### src/rtl/diq_pkg.sv
package diq_pkg;

  localparam int INSTR_W = 26;
  localparam int IM_BIT  = 25;

  typedef enum logic [1:0] {
    CT_SKIP    = 2'b00,
    CT_FLUSH   = 2'b01,
    CT_HOLD    = 2'b10,
    CT_RELEASE = 2'b11
  } ctl_op_e;

  typedef logic [INSTR_W-1:0] instr_t;

  // control words: bits 21:19 zero and bit 18 set
  function automatic logic is_ctl(input instr_t w);
    return (w[21:19] == 3'b000) && w[18];
  endfunction

  function automatic ctl_op_e ctl_op(input instr_t w);
    return ctl_op_e'(w[17:16]);
  endfunction

  function automatic logic is_im(input instr_t w);
    return w[IM_BIT];
  endfunction

  function automatic logic is_hold(input instr_t w);
    return is_ctl(w) && (ctl_op(w) == CT_HOLD);
  endfunction

  // words that wait in the intake stage instead of entering the ring
  function automatic logic is_parked(input instr_t w);
    return is_ctl(w) && (ctl_op(w) != CT_HOLD);
  endfunction

endpackage

### src/rtl/diq_hold.sv
module diq_hold
  import diq_pkg::*;
(
  input  logic   clk,
  input  logic   rst_n,
  input  logic   in_valid,
  input  instr_t in_instr,
  output logic   in_ready,
  input  logic   take,
  output logic   h_valid,
  output instr_t h_instr
);

  // ready does not look at in_valid, so no combinational loop at the edge
  assign in_ready = !h_valid || take;

  always_ff @(posedge clk) begin
    if (!rst_n) begin
      h_valid <= 1'b0;
      h_instr <= '0;
    end else if (in_valid && in_ready) begin
      h_valid <= 1'b1;
      h_instr <= in_instr;
    end else if (take) begin
      h_valid <= 1'b0;
    end
  end

  assert_take_needs_word_R6: assert property (@(posedge clk) disable iff (!rst_n)
    take |-> h_valid);

endmodule

### src/rtl/diq_ring.sv
module diq_ring
  import diq_pkg::*;
#(
  parameter int DEPTH = 4
) (
  input  logic   clk,
  input  logic   rst_n,
  input  logic   wr_en,
  input  instr_t wr_data,
  input  logic   rd_en,
  input  logic   clear,
  output instr_t head,
  output logic [$clog2(DEPTH+1)-1:0] count,
  output logic   full,
  output logic   empty
);

  localparam int PW = (DEPTH > 1) ? $clog2(DEPTH) : 1;
  localparam int CW = $clog2(DEPTH+1);

  function automatic logic [PW-1:0] step_ptr(input logic [PW-1:0] p);
    return (p == PW'(DEPTH-1)) ? '0 : p + PW'(1);
  endfunction

  instr_t         slot [DEPTH];
  logic [PW-1:0]  wr_ptr, rd_ptr;
  logic [DEPTH-1:0] slot_we;

  for (genvar g = 0; g < DEPTH; g++) begin : g_we
    assign slot_we[g] = wr_en && (wr_ptr == PW'(g));
  end

  always_ff @(posedge clk) begin
    if (!rst_n) begin
      for (int i = 0; i < DEPTH; i++) slot[i] <= '0;
    end else begin
      for (int i = 0; i < DEPTH; i++)
        if (slot_we[i]) slot[i] <= wr_data;
    end
  end

  always_ff @(posedge clk) begin
    if (!rst_n || clear) begin
      wr_ptr <= '0;
      rd_ptr <= '0;
      count  <= '0;
    end else begin
      if (wr_en) wr_ptr <= step_ptr(wr_ptr);
      if (rd_en) rd_ptr <= step_ptr(rd_ptr);
      count <= count + CW'(wr_en) - CW'(rd_en);
    end
  end

  assign head  = slot[rd_ptr];
  assign full  = (count == CW'(DEPTH));
  assign empty = (count == '0);

  assert_ring_bound_R6: assert property (@(posedge clk) disable iff (!rst_n)
    count <= CW'(DEPTH));
  assert_no_overflow_R5: assert property (@(posedge clk) disable iff (!rst_n)
    wr_en |-> !full);
  assert_no_underflow_R2: assert property (@(posedge clk) disable iff (!rst_n)
    rd_en |-> !empty);

endmodule

### src/rtl/diq_arbiter.sv
module diq_arbiter
  import diq_pkg::*;
(
  input  logic   h_valid,
  input  instr_t h_instr,
  input  logic   od_valid,
  input  instr_t od_instr,
  input  logic   ring_full,
  input  logic   ring_empty,
  input  logic   ds_empty,
  input  logic   ts_empty,
  input  logic   loop_more,
  output logic   exec_go,
  output logic   skip_go,
  output logic   purge_go,
  output logic   release_go,
  output logic   od_leave,
  output logic   rl_wr,
  output logic   h_push,
  output logic   h_take,
  output logic   ring_pop
);

  logic    h_parked, od_plain, od_hold, od_target, slot_ok;
  ctl_op_e h_op;

  assign h_op      = ctl_op(h_instr);
  assign h_parked  = h_valid && is_parked(h_instr);
  assign od_plain  = od_valid && !is_ctl(od_instr);
  assign od_hold   = od_valid && is_hold(od_instr);
  assign od_target = od_plain && is_im(od_instr);
  // a write-back needs a free tail slot; a retiring instruction does not
  assign slot_ok   = !ring_full || !loop_more;

  assign skip_go    = h_parked && (h_op == CT_SKIP) && od_target && slot_ok;
  assign purge_go   = h_parked && (h_op == CT_FLUSH) && od_target;
  assign release_go = h_parked && (h_op == CT_RELEASE) && od_hold;

  assign exec_go = od_plain && ds_empty && ts_empty && slot_ok
                   && !skip_go && !purge_go;

  assign rl_wr    = (exec_go || skip_go) && loop_more;
  assign od_leave = exec_go || skip_go || purge_go || release_go;
  assign h_push   = h_valid && !h_parked && !ring_full && !rl_wr;
  assign h_take   = h_push || skip_go || purge_go || release_go;
  assign ring_pop = !ring_empty && (!od_valid || od_leave) && !purge_go;

endmodule

### src/rtl/dock_instr_queue.sv
module dock_instr_queue
  import diq_pkg::*;
#(
  parameter int DEPTH = 4
) (
  input  logic               clk,
  input  logic               rst_n,
  input  logic               in_valid,
  input  logic [INSTR_W-1:0] in_instr,
  output logic               in_ready,
  input  logic               ds_empty,
  input  logic               ts_empty,
  input  logic               loop_more,
  output logic               od_valid,
  output logic [INSTR_W-1:0] od_instr,
  output logic               exec_go,
  output logic               skip_go,
  output logic               purge_go,
  output logic               release_go,
  output logic               rl_valid,
  output logic [INSTR_W-1:0] rl_instr
);

  localparam int CW = $clog2(DEPTH+1);

  logic   h_valid, h_take, h_push, od_leave, rl_wr, ring_pop;
  logic   ring_full, ring_empty;
  instr_t h_instr, ring_head;
  logic [CW-1:0] ring_count;

  diq_hold u_hold (
    .clk(clk), .rst_n(rst_n),
    .in_valid(in_valid), .in_instr(in_instr), .in_ready(in_ready),
    .take(h_take), .h_valid(h_valid), .h_instr(h_instr)
  );

  diq_ring #(.DEPTH(DEPTH)) u_ring (
    .clk(clk), .rst_n(rst_n),
    .wr_en(rl_wr || h_push),
    .wr_data(rl_wr ? od_instr : h_instr),
    .rd_en(ring_pop), .clear(purge_go),
    .head(ring_head), .count(ring_count),
    .full(ring_full), .empty(ring_empty)
  );

  diq_arbiter u_arb (
    .h_valid(h_valid), .h_instr(h_instr),
    .od_valid(od_valid), .od_instr(od_instr),
    .ring_full(ring_full), .ring_empty(ring_empty),
    .ds_empty(ds_empty), .ts_empty(ts_empty), .loop_more(loop_more),
    .exec_go(exec_go), .skip_go(skip_go), .purge_go(purge_go),
    .release_go(release_go), .od_leave(od_leave), .rl_wr(rl_wr),
    .h_push(h_push), .h_take(h_take), .ring_pop(ring_pop)
  );

  // on-deck register
  always_ff @(posedge clk) begin
    if (!rst_n) begin
      od_valid <= 1'b0;
      od_instr <= '0;
    end else if (ring_pop) begin
      od_valid <= 1'b1;
      od_instr <= ring_head;
    end else if (od_leave) begin
      od_valid <= 1'b0;
    end
  end

  assign rl_valid = rl_wr;
  assign rl_instr = od_instr;

  assert_go_on_deck_R2: assert property (@(posedge clk) disable iff (!rst_n)
    exec_go |-> od_valid && !is_ctl(od_instr));
  assert_successors_R3: assert property (@(posedge clk) disable iff (!rst_n)
    exec_go |-> ds_empty && ts_empty);
  assert_writeback_R4: assert property (@(posedge clk) disable iff (!rst_n)
    rl_valid |-> loop_more && (exec_go || skip_go));
  assert_full_stall_R5: assert property (@(posedge clk) disable iff (!rst_n)
    (ring_count == CW'(DEPTH)) && loop_more |-> !exec_go && !skip_go);
  assert_hold_sticks_R7: assert property (@(posedge clk) disable iff (!rst_n)
    od_valid && is_hold(od_instr) && !release_go |=> od_valid && $stable(od_instr));
  assert_release_pair_R8: assert property (@(posedge clk) disable iff (!rst_n)
    release_go |-> od_valid && is_hold(od_instr) && h_valid);
  assert_one_event_R9: assert property (@(posedge clk) disable iff (!rst_n)
    $onehot0({exec_go, skip_go, purge_go, release_go}));
  assert_skip_target_R9: assert property (@(posedge clk) disable iff (!rst_n)
    skip_go |-> is_im(od_instr));
  assert_purge_empties_R10: assert property (@(posedge clk) disable iff (!rst_n)
    purge_go |=> !od_valid && (ring_count == '0));

endmodule

### config.mk
export PLATFORM = sky130hd
export DESIGN_NAME = dock_instr_queue
export DESIGN_NICKNAME = d
export VERILOG_FILES = /design/src/rtl/diq_pkg.sv /design/src/rtl/diq_hold.sv /design/src/rtl/diq_ring.sv /design/src/rtl/diq_arbiter.sv /design/src/rtl/dock_instr_queue.sv
export SDC_FILE = /design/constraint.sdc
export NUM_CORES = 1
export LEC_CHECK = 0
export BUFFER_PORTS_ARGS = -buffer_cell sky130_fd_sc_hd__buf_4
export CORE_MARGIN = 2
export CORE_UTILIZATION = 55
export CTS_BUF_LIST = sky130_fd_sc_hd__clkbuf_8
export DETAILED_ROUTE_END_ITERATION = 8
export PLACE_DENSITY = 0.87
export SLEW_MARGIN = 20
export SYNTH_ARGS = -nofsm -noshare
export SYNTH_HDL_FRONTEND = slang
export SYNTH_HIERARCHICAL = 1
export SYNTH_SLANG_ARGS = --single-unit
### constraint.sdc
create_clock -name clk -period 8.6 [get_ports clk]
set_clock_uncertainty 0.2 [all_clocks]
set_input_delay 2.15 -clock clk [delete_from_list [all_inputs] [get_ports clk]]
set_output_delay 2.15 -clock clk [all_outputs]
set_load 0.02 [all_outputs]
==> key figures, run 1 <==
Power and ir drop
  – P_leak: 0.00337 uW
  – Sequential Power Share: 0.463
  – Psw: 789 uW
  – Peak supply drop: 153 uV
  – Internal cell power: 1590 uW
  – Comb pwr share: 0.309
  – Power Dens Cells: 272 nW/um^2
  – Clock Power Share: 0.228
  – Switching fraction of total power: 0.332

Timing
  – Max Slew Vio Count: 0
  – Setup TNS: 0 ns
  – Max Freq: 177 MHz
  – Slew @ Worst Pin: 1.03 ns
  – Fin crit period: 5.64 ns
  – Hold Vio Cnt, Final: 0
  – Slew headroom: 0.315
  – Setup violations, final: 0
  – Final period util: 0.656
  – RSZ-0062 raised after global routing: no

Floorplan
  – Die area: 15,300 sq um
  – Starting Density: 0.566
  – Die Ht: 124 microns
  – Die width: 124 microns
  – Cell Rows: 43
  – Core box area: 13,900 sq um
  – I/O Pins: 91

Clocking
  – CTS buffer count: 17
  – Clock sink count: 167
  – CTS clk-pin slew, worst paths: 0.08 ns
  – TritonCTS clock tree: done
  – H-Tree Depth: 4
  – Hold-fix buffers at CTS: 0
  – CTS max path bufs: 2
  – Cts repair resizes: 0
  – Clk_lat worst skew: 0.45 ns
  – Root Driver: clkbuf_8
  – Setup Fix Bufs, Post-CTS: 0

Synthesis
  – Synth Instances: 620
  – Dominant cell type by area after synthesis: edfxtp_1
  – Synth Flop Type: edfxtp_1
  – EDFF count, synth: 104
  – Synth warn: 6
  – Fraction of registers with async set or reset after synthesis: 0
  – Synthesized flop and latch total: 167
  – Yosys top cell area share: 0.396
  – Synth cell count leaders: edfxtp_1, nand2_1, nor2_1
  – Top-count cell post-synth: edfxtp_1
  – Synth top area cells: edfxtp_1, dfxtp_1, mux2i_1, mux4_2, nand2_1
  – Post-synth net total: 660
  – Post-synth design cell area: 7890 sq um
  – Seq/Total Area, Yosys: 0.555
  – Mean Syn Cell Area: 12.7 sq um
  – Unique masters post-synth: 44

Layout
  – Area grow syn2layout: 10.6%
  – Share of cells above drive strength 1: 0.279
  – Finished Layout Cells: 864
  – Final nets: 712
  – ANT cells: 0

Setup path
  – Worst Path Buf+Inv: 2
  – Critical path fanouts, max: 3
  – Most used cell, CP: buf_4
  – Worst setup SP type: input port
  – Crit-path leading delay family: compound AO/OA/AOI/OAI gates
  – Nature of the critical path endpoint: output pin
  – Critical path cell sequence: buf_4 -> nand3_1 -> nor2_1 -> a2111oi_2 -> a221o_2 -> nand2b_4 -> buf_4
  – Critical Path AT: 3.29 ns
  – Crit-path slowest cell: a2111oi_2
  – Setup Crit Path Kind: input port to output pin
  – Required @ worst endpoint: 6.25 ns
  – CP max stage delay: 0.45 ns

Run status
  – Outcome: completed

Placed design
  – IO buf count: 90
  – Detailed placement HPWL: 10,100 microns
  – Placer Congestion: 0.804
  – Cells after DPL: 833

Hold path
  – Type of the most critical hold path: flop to flop

GRT
  – Pin count of the biggest net entering global routing: 110
  – Vias in the first global route: 5,018
  – Grt ovf: 0
  – GRT Util Overall: 0.222
  – Antenna violations before repair: 0
  – First-pass GRT wire length: 25,300 microns

Routing
  – DRC violations left: 0
  – Post-Route WL: 16,100 microns
  – 1st-iter DRT viols: 373
  – Vias per Instance: 5.57
  – Drt pass-1 iters: 5
  – DR vias: 4,816
  – Wire length per cell: 18.7 microns
  – Detail Route Antenna Nets: 0

Run
  – MaxCap Viol Count: 0
placed cells by master (no fill, tap or decap), types with 4 or more instances in the layout:
master      count
a21oi_1         4
and2_1         26
buf_4          95
clkbuf_8       17
clkinv_4        4
clkinvlp_4      4
dfxtp_1        61
edfxtp_1      104
ha_1            7
inv_1          10
mux2_2          7
mux2_4         19
mux2i_1        55
mux4_1          6
mux4_2         20
nand2_1        88
nand2b_1        4
nor2_1         87
nor2b_1        27
cell families after synthesis:
family	count (synthesis)	synth area share
buffers and inverters	72	0.0704
muxes	107	0.193
DFF	167	0.555
xor gates and xnor gates	1	0.00285
AOI/OAI and AO/OA	12	0.0132
adders and majority gates	8	0.0136
and+or+nand+nor	253	0.152
final timing paths:
kind | to | start | depth (start not counted) | slack (ns)
setup / recovery | in_ready | ds_empty | 7 | 2.96
hold / removal | u_hold/h_instr[1] | u_hold/h_instr[1] | 2 | 0.26
setup reg to reg | u_ring/slot[3][19] | u_hold/h_instr[20] | 8 | 3.99
hold reg to reg | u_hold/h_instr[1] | u_hold/h_instr[1] | 2 | 0.26
area by class of cell:
type,count,area [sq um]
Fill cell,972,5200
Sequential cell,167,4390
Multi-Input combinational cell,381,2980
Timing Repair Buffer,95,713
Clock buffer,17,234
Tap cell,180,225
Clock inverter,14,153
Inverter,10,37.5
power groups by stage:
| stage | sequential [uW] | clock, uW | combinational (uW) |
|---|---|---|---|
| 6_report | 1100 | 541 | 734 |
| 5_1_grt | 1120 | 575 | 784 |
| 4_1_cts | 1100 | 552 | 736 |
| 3_5_place_dp | 1120 | 0 | 730 |
| 3_3_place_gp | 1110 | 0 | 712 |
| 2_1_floorplan | 1080 | 0 | 614 |
worst min-delay path, stage by stage, from the launching register on:
cell and delay (ns):
dfxtp_1 0.32, nand2_1 0.05, mux2i_1 0.05
through the flow:
stage	utilization	hold slack, ns	instance area [sq um]	setup WS, ns	total power (uW)
CTS	0.626	0.266	8730	2.95	2390
floorplan	-	0.232	7890	3.12	1700
global placement	0.598	0.245	8340	2.77	1820
detailed placement	0.598	0.247	8340	2.58	1850
global route	0.627	0.290	8730	2.84	2480
finish	0.627	0.263	8730	2.96	2370
sequential cells by signal, indices dropped and copies added (netlist names), named ones only:
signal	cells
od_instr	26
u_hold/h_instr	26
u_ring/rd_ptr	2
u_ring/count	3
u_ring/slot	104
u_ring/wr_ptr	2
od_valid	1
u_hold/h_valid	1
metal layers:
layer	up-vias	routed length, microns	GRT usage
met4	0	390	0.101
met1	2367	6230	0.255
met3	36	818	0.0380
li1	2234	-	-
met5	-	0	0
met2	179	8670	0.406
Note: power is estimated with default switching activity, not from simulation.
==> inputs of run 2 (changes only) <==
ABC_AREA = 1   (was default)
clock period = 5.9 ns   (was 8.6 ns; I/O delays follow)
==> run 2 against run 1 <==
Register-to-register slack lost 1.5 ns. Sequential share of layout area fell by 0.48 points. Wire length grew 7.1%. Combinational power increased by 120%. Worst setup slack worse by 1.7 ns. Worst hold slack improved by 0.027 ns. Total power up 68%. Flip-flop and latch count unchanged. First-iteration DRC count up 90%. Global-route usage is 0.073 points lower. Non-clock buffer count increased by 3. Critical endpoint unchanged.
==> key figures, run 2 <==
Power and ir drop
  – Power Dens Cells: 454 nW/um^2
  – Final Power: 4000 uW
  – Peak supply drop: 292 uV
  – P_leak: 0.00382 uW

Clocking
  – Cts repair resizes: 0
  – Hold-fix buffers at CTS: 0
  – Root Driver: clkbuf_8
  – CTS buffer count: 17
  – Clk_lat worst skew: 0.45 ns
  – Setup Fix Bufs, Post-CTS: 0
  – CTS clk-pin slew, worst paths: 0.08 ns
  – H-Tree Depth: 4
  – CTS max path bufs: 2
  – TritonCTS clock tree: done
  – Clock sink count: 167

Floorplan
  – I/O Pins: 91
  – Die width: 126 microns
  – Core box area: 14,500 sq um
  – Starting Density: 0.562
  – Cell Rows: 44
  – Die Ht: 126 microns
  – Die area: 15,800 sq um

Layout
  – Most frequent cells in the layout: nor2_1, nand2_1, edfxtp_1
  – Largest registers: u_ring/slot (104), od_instr (26), u_hold/h_instr (26)
  – Final nets: 1,017
  – Largest register by flop count: u_ring/slot
  – ANT cells: 0
  – Commonest non-fill, non-tap cell in the layout: nor2_1
  – Share of cells above drive strength 1: 0.158
  – Max reg flops: 104
  – Area grow syn2layout: 8.29%
  – Fillcell total: 1,118

Setup path
  – Worst setup SP type: input port
  – Crit Reg-Reg Startpoint: u_ring/count[1]
  – CP max stage delay: 0.29 ns
  – Critical path fanouts, max: 54
  – Worst-case reg-to-reg path depth: 15
  – Setup Crit Path Kind: input port to output pin
  – Most used cell, CP: nand2_2
  – Critical Path AT: 2.92 ns
  – Required @ worst endpoint: 4.22 ns
  – R2r endpoint: u_ring/slot[0][17]
  – Crit-path slowest cell: buf_4
  – R2R Setup Slk: 2.52 ns
  – Nature of the critical path endpoint: output pin
  – Critical path cell sequence: buf_4 -> nand2_1 -> inv_1 -> nor3_2 -> nand2_2 -> nand2_2 -> nand2_2 -> nand2_2 -> nand2_1 -> inv_2 -> nand2_4 -> buf_4

Synthesis
  – Synth warn: 6
  – Synth top area cells: edfxtp_1, dfxtp_1, nor2_1, nand2_1, o21ai_1
  – Top-count cell post-synth: nor2_1
  – Seq/Total Area, Yosys: 0.539
  – Synth Flop Type: edfxtp_1
  – EDFF count, synth: 104
  – Post-synth net total: 978
  – Synthesized flop and latch total: 167
  – Post-synth design cell area: 8140 sq um
  – Dominant cell type by area after synthesis: edfxtp_1
  – Synth Instances: 938
  – Yosys top cell area share: 0.384
  – Synth cell count leaders: nor2_1, nand2_1, edfxtp_1
  – Mean Syn Cell Area: 8.67 sq um
  – Unique masters post-synth: 32
  – Fraction of registers with async set or reset after synthesis: 0

Routing
  – Wire length per cell: 14.7 microns
  – DRC violations left: 0
  – 1st-iter DRT viols: 709
  – Vias per Instance: 5.33
  – DR vias: 6,253
  – Detail Route Antenna Nets: 0
  – Post-Route WL: 17,300 microns
  – Drt pass-1 iters: 6

Timing
  – Max Slew Vio Count: 0
  – Slew headroom: 0.521
  – Slew @ Worst Pin: 0.718 ns
  – Max Freq: 218 MHz
  – Worst hold margin: 0.290 ns
  – Fin crit period: 4.60 ns
  – Setup TNS: 0 ns
  – RSZ-0062 raised after global routing: no
  – Final WS setup: 1.30 ns
  – Hold Vio Cnt, Final: 0
  – Final period util: 0.779
  – Setup violations, final: 0

Hold path
  – Min-delay src: u_hold/h_instr[3]
  – Hold Path Cell Cnt: 2
  – WHS Endpoint: u_hold/h_instr[3]
  – Type of the most critical hold path: flop to flop

Placed design
  – Placer Congestion: 0.885
  – Detailed placement HPWL: 10,800 microns
  – Pre-CTS setup slack: 1.33 ns
  – IO buf count: 90

GRT
  – First-pass GRT wire length: 28,300 microns
  – Vias in the first global route: 6,007
  – Grt ovf: 0
  – Pin count of the biggest net entering global routing: 64
  – GRT Util Overall: 0.222
  – Antenna violations before repair: 0

Run
  – MaxCap Viol Count: 0

Run status
  – Outcome: completed
[run 2: cell count changes after synthesis, sizes merged, moves of 26 or more]
cell,delta
a21oi,+26
and2,-27
buf,+28
inv,+79
mux2,-26
mux2i,-53
mux4,-26
nand2,+46
nand3,+34
nor2,+191
nor2b,-27
o21ai,+106
[run 2: cell type report]
| type | instances | area (sq um) | area share |
|---|---|---|---|
| multi-input cells | 604 | 2730 | 0.309 |
| clock inverters | 15 | 154 | 0.0175 |
| flip-flops and latches | 167 | 4380 | 0.498 |
| well taps | 184 | 230 | 0.0261 |
| inverters | 89 | 347 | 0.0393 |
| clock buffers | 17 | 234 | 0.0266 |
| repair buffers | 98 | 736 | 0.0835 |
[run 2: report_power, final]
| group | switching (uW) | total, uW | internal [uW] |
|---|---|---|---|
| combinational | 1020 | 1580 | 553 |
| sequential | 177 | 1620 | 1440 |
| clock | 424 | 802 | 378 |
| total | 1620 | 4000 | 2370 |
[run 2: layer usage]
layer	global-route usage	routed length (microns)	up-vias
met2	0.361	8420	306
met1	0.297	7190	2864
met4	0.0922	321	0
li1	-	-	3052
met3	0.0365	1320	31
met5	0	0	-
[run 2: cell families after synthesis]
| kind of cell | count (synthesis) | share of synthesized area |
|---|---|---|
| buffers and inverters | 167 | 0.127 |
| DFF | 167 | 0.539 |
| muxes | 2 | 0.00246 |
| adders and majority gates | 8 | 0.0132 |
| and+or+nand+nor | 456 | 0.232 |
| AOI/OAI and AO/OA | 138 | 0.0864 |
[run 2: stage by stage]
stage                      util  cells  cell area (sq um)
final                     0.608   1174               8810
after global routing      0.608   1174               8810
after CTS                 0.608   1174               8810
after detailed placement  0.582   1142               8420
after global placement    0.582   1142               8420
after floorplan               -    938               8140
[run 2: how the worst max path moves through the flow]
| stage | endpoint | cells past startpoint | slack [ns] | start |
|---|---|---|---|---|
| after floorplan | u_ring/slot[3][0] | 12 | 0.63 | loop_more |
| after global placement | in_ready | 12 | 1.36 | loop_more |
| after detailed placement | in_ready | 12 | 1.33 | loop_more |
| after CTS | in_ready | 12 | 1.32 | loop_more |
| after global routing | in_ready | 12 | 1.15 | loop_more |
| final | in_ready | 12 | 1.30 | loop_more |
[run 2: worst max-delay path: cells and delay by family]
kind	cells	cell delay [ns]
buffers and inverters	4	0.53
and+or+nand+nor	8	0.91
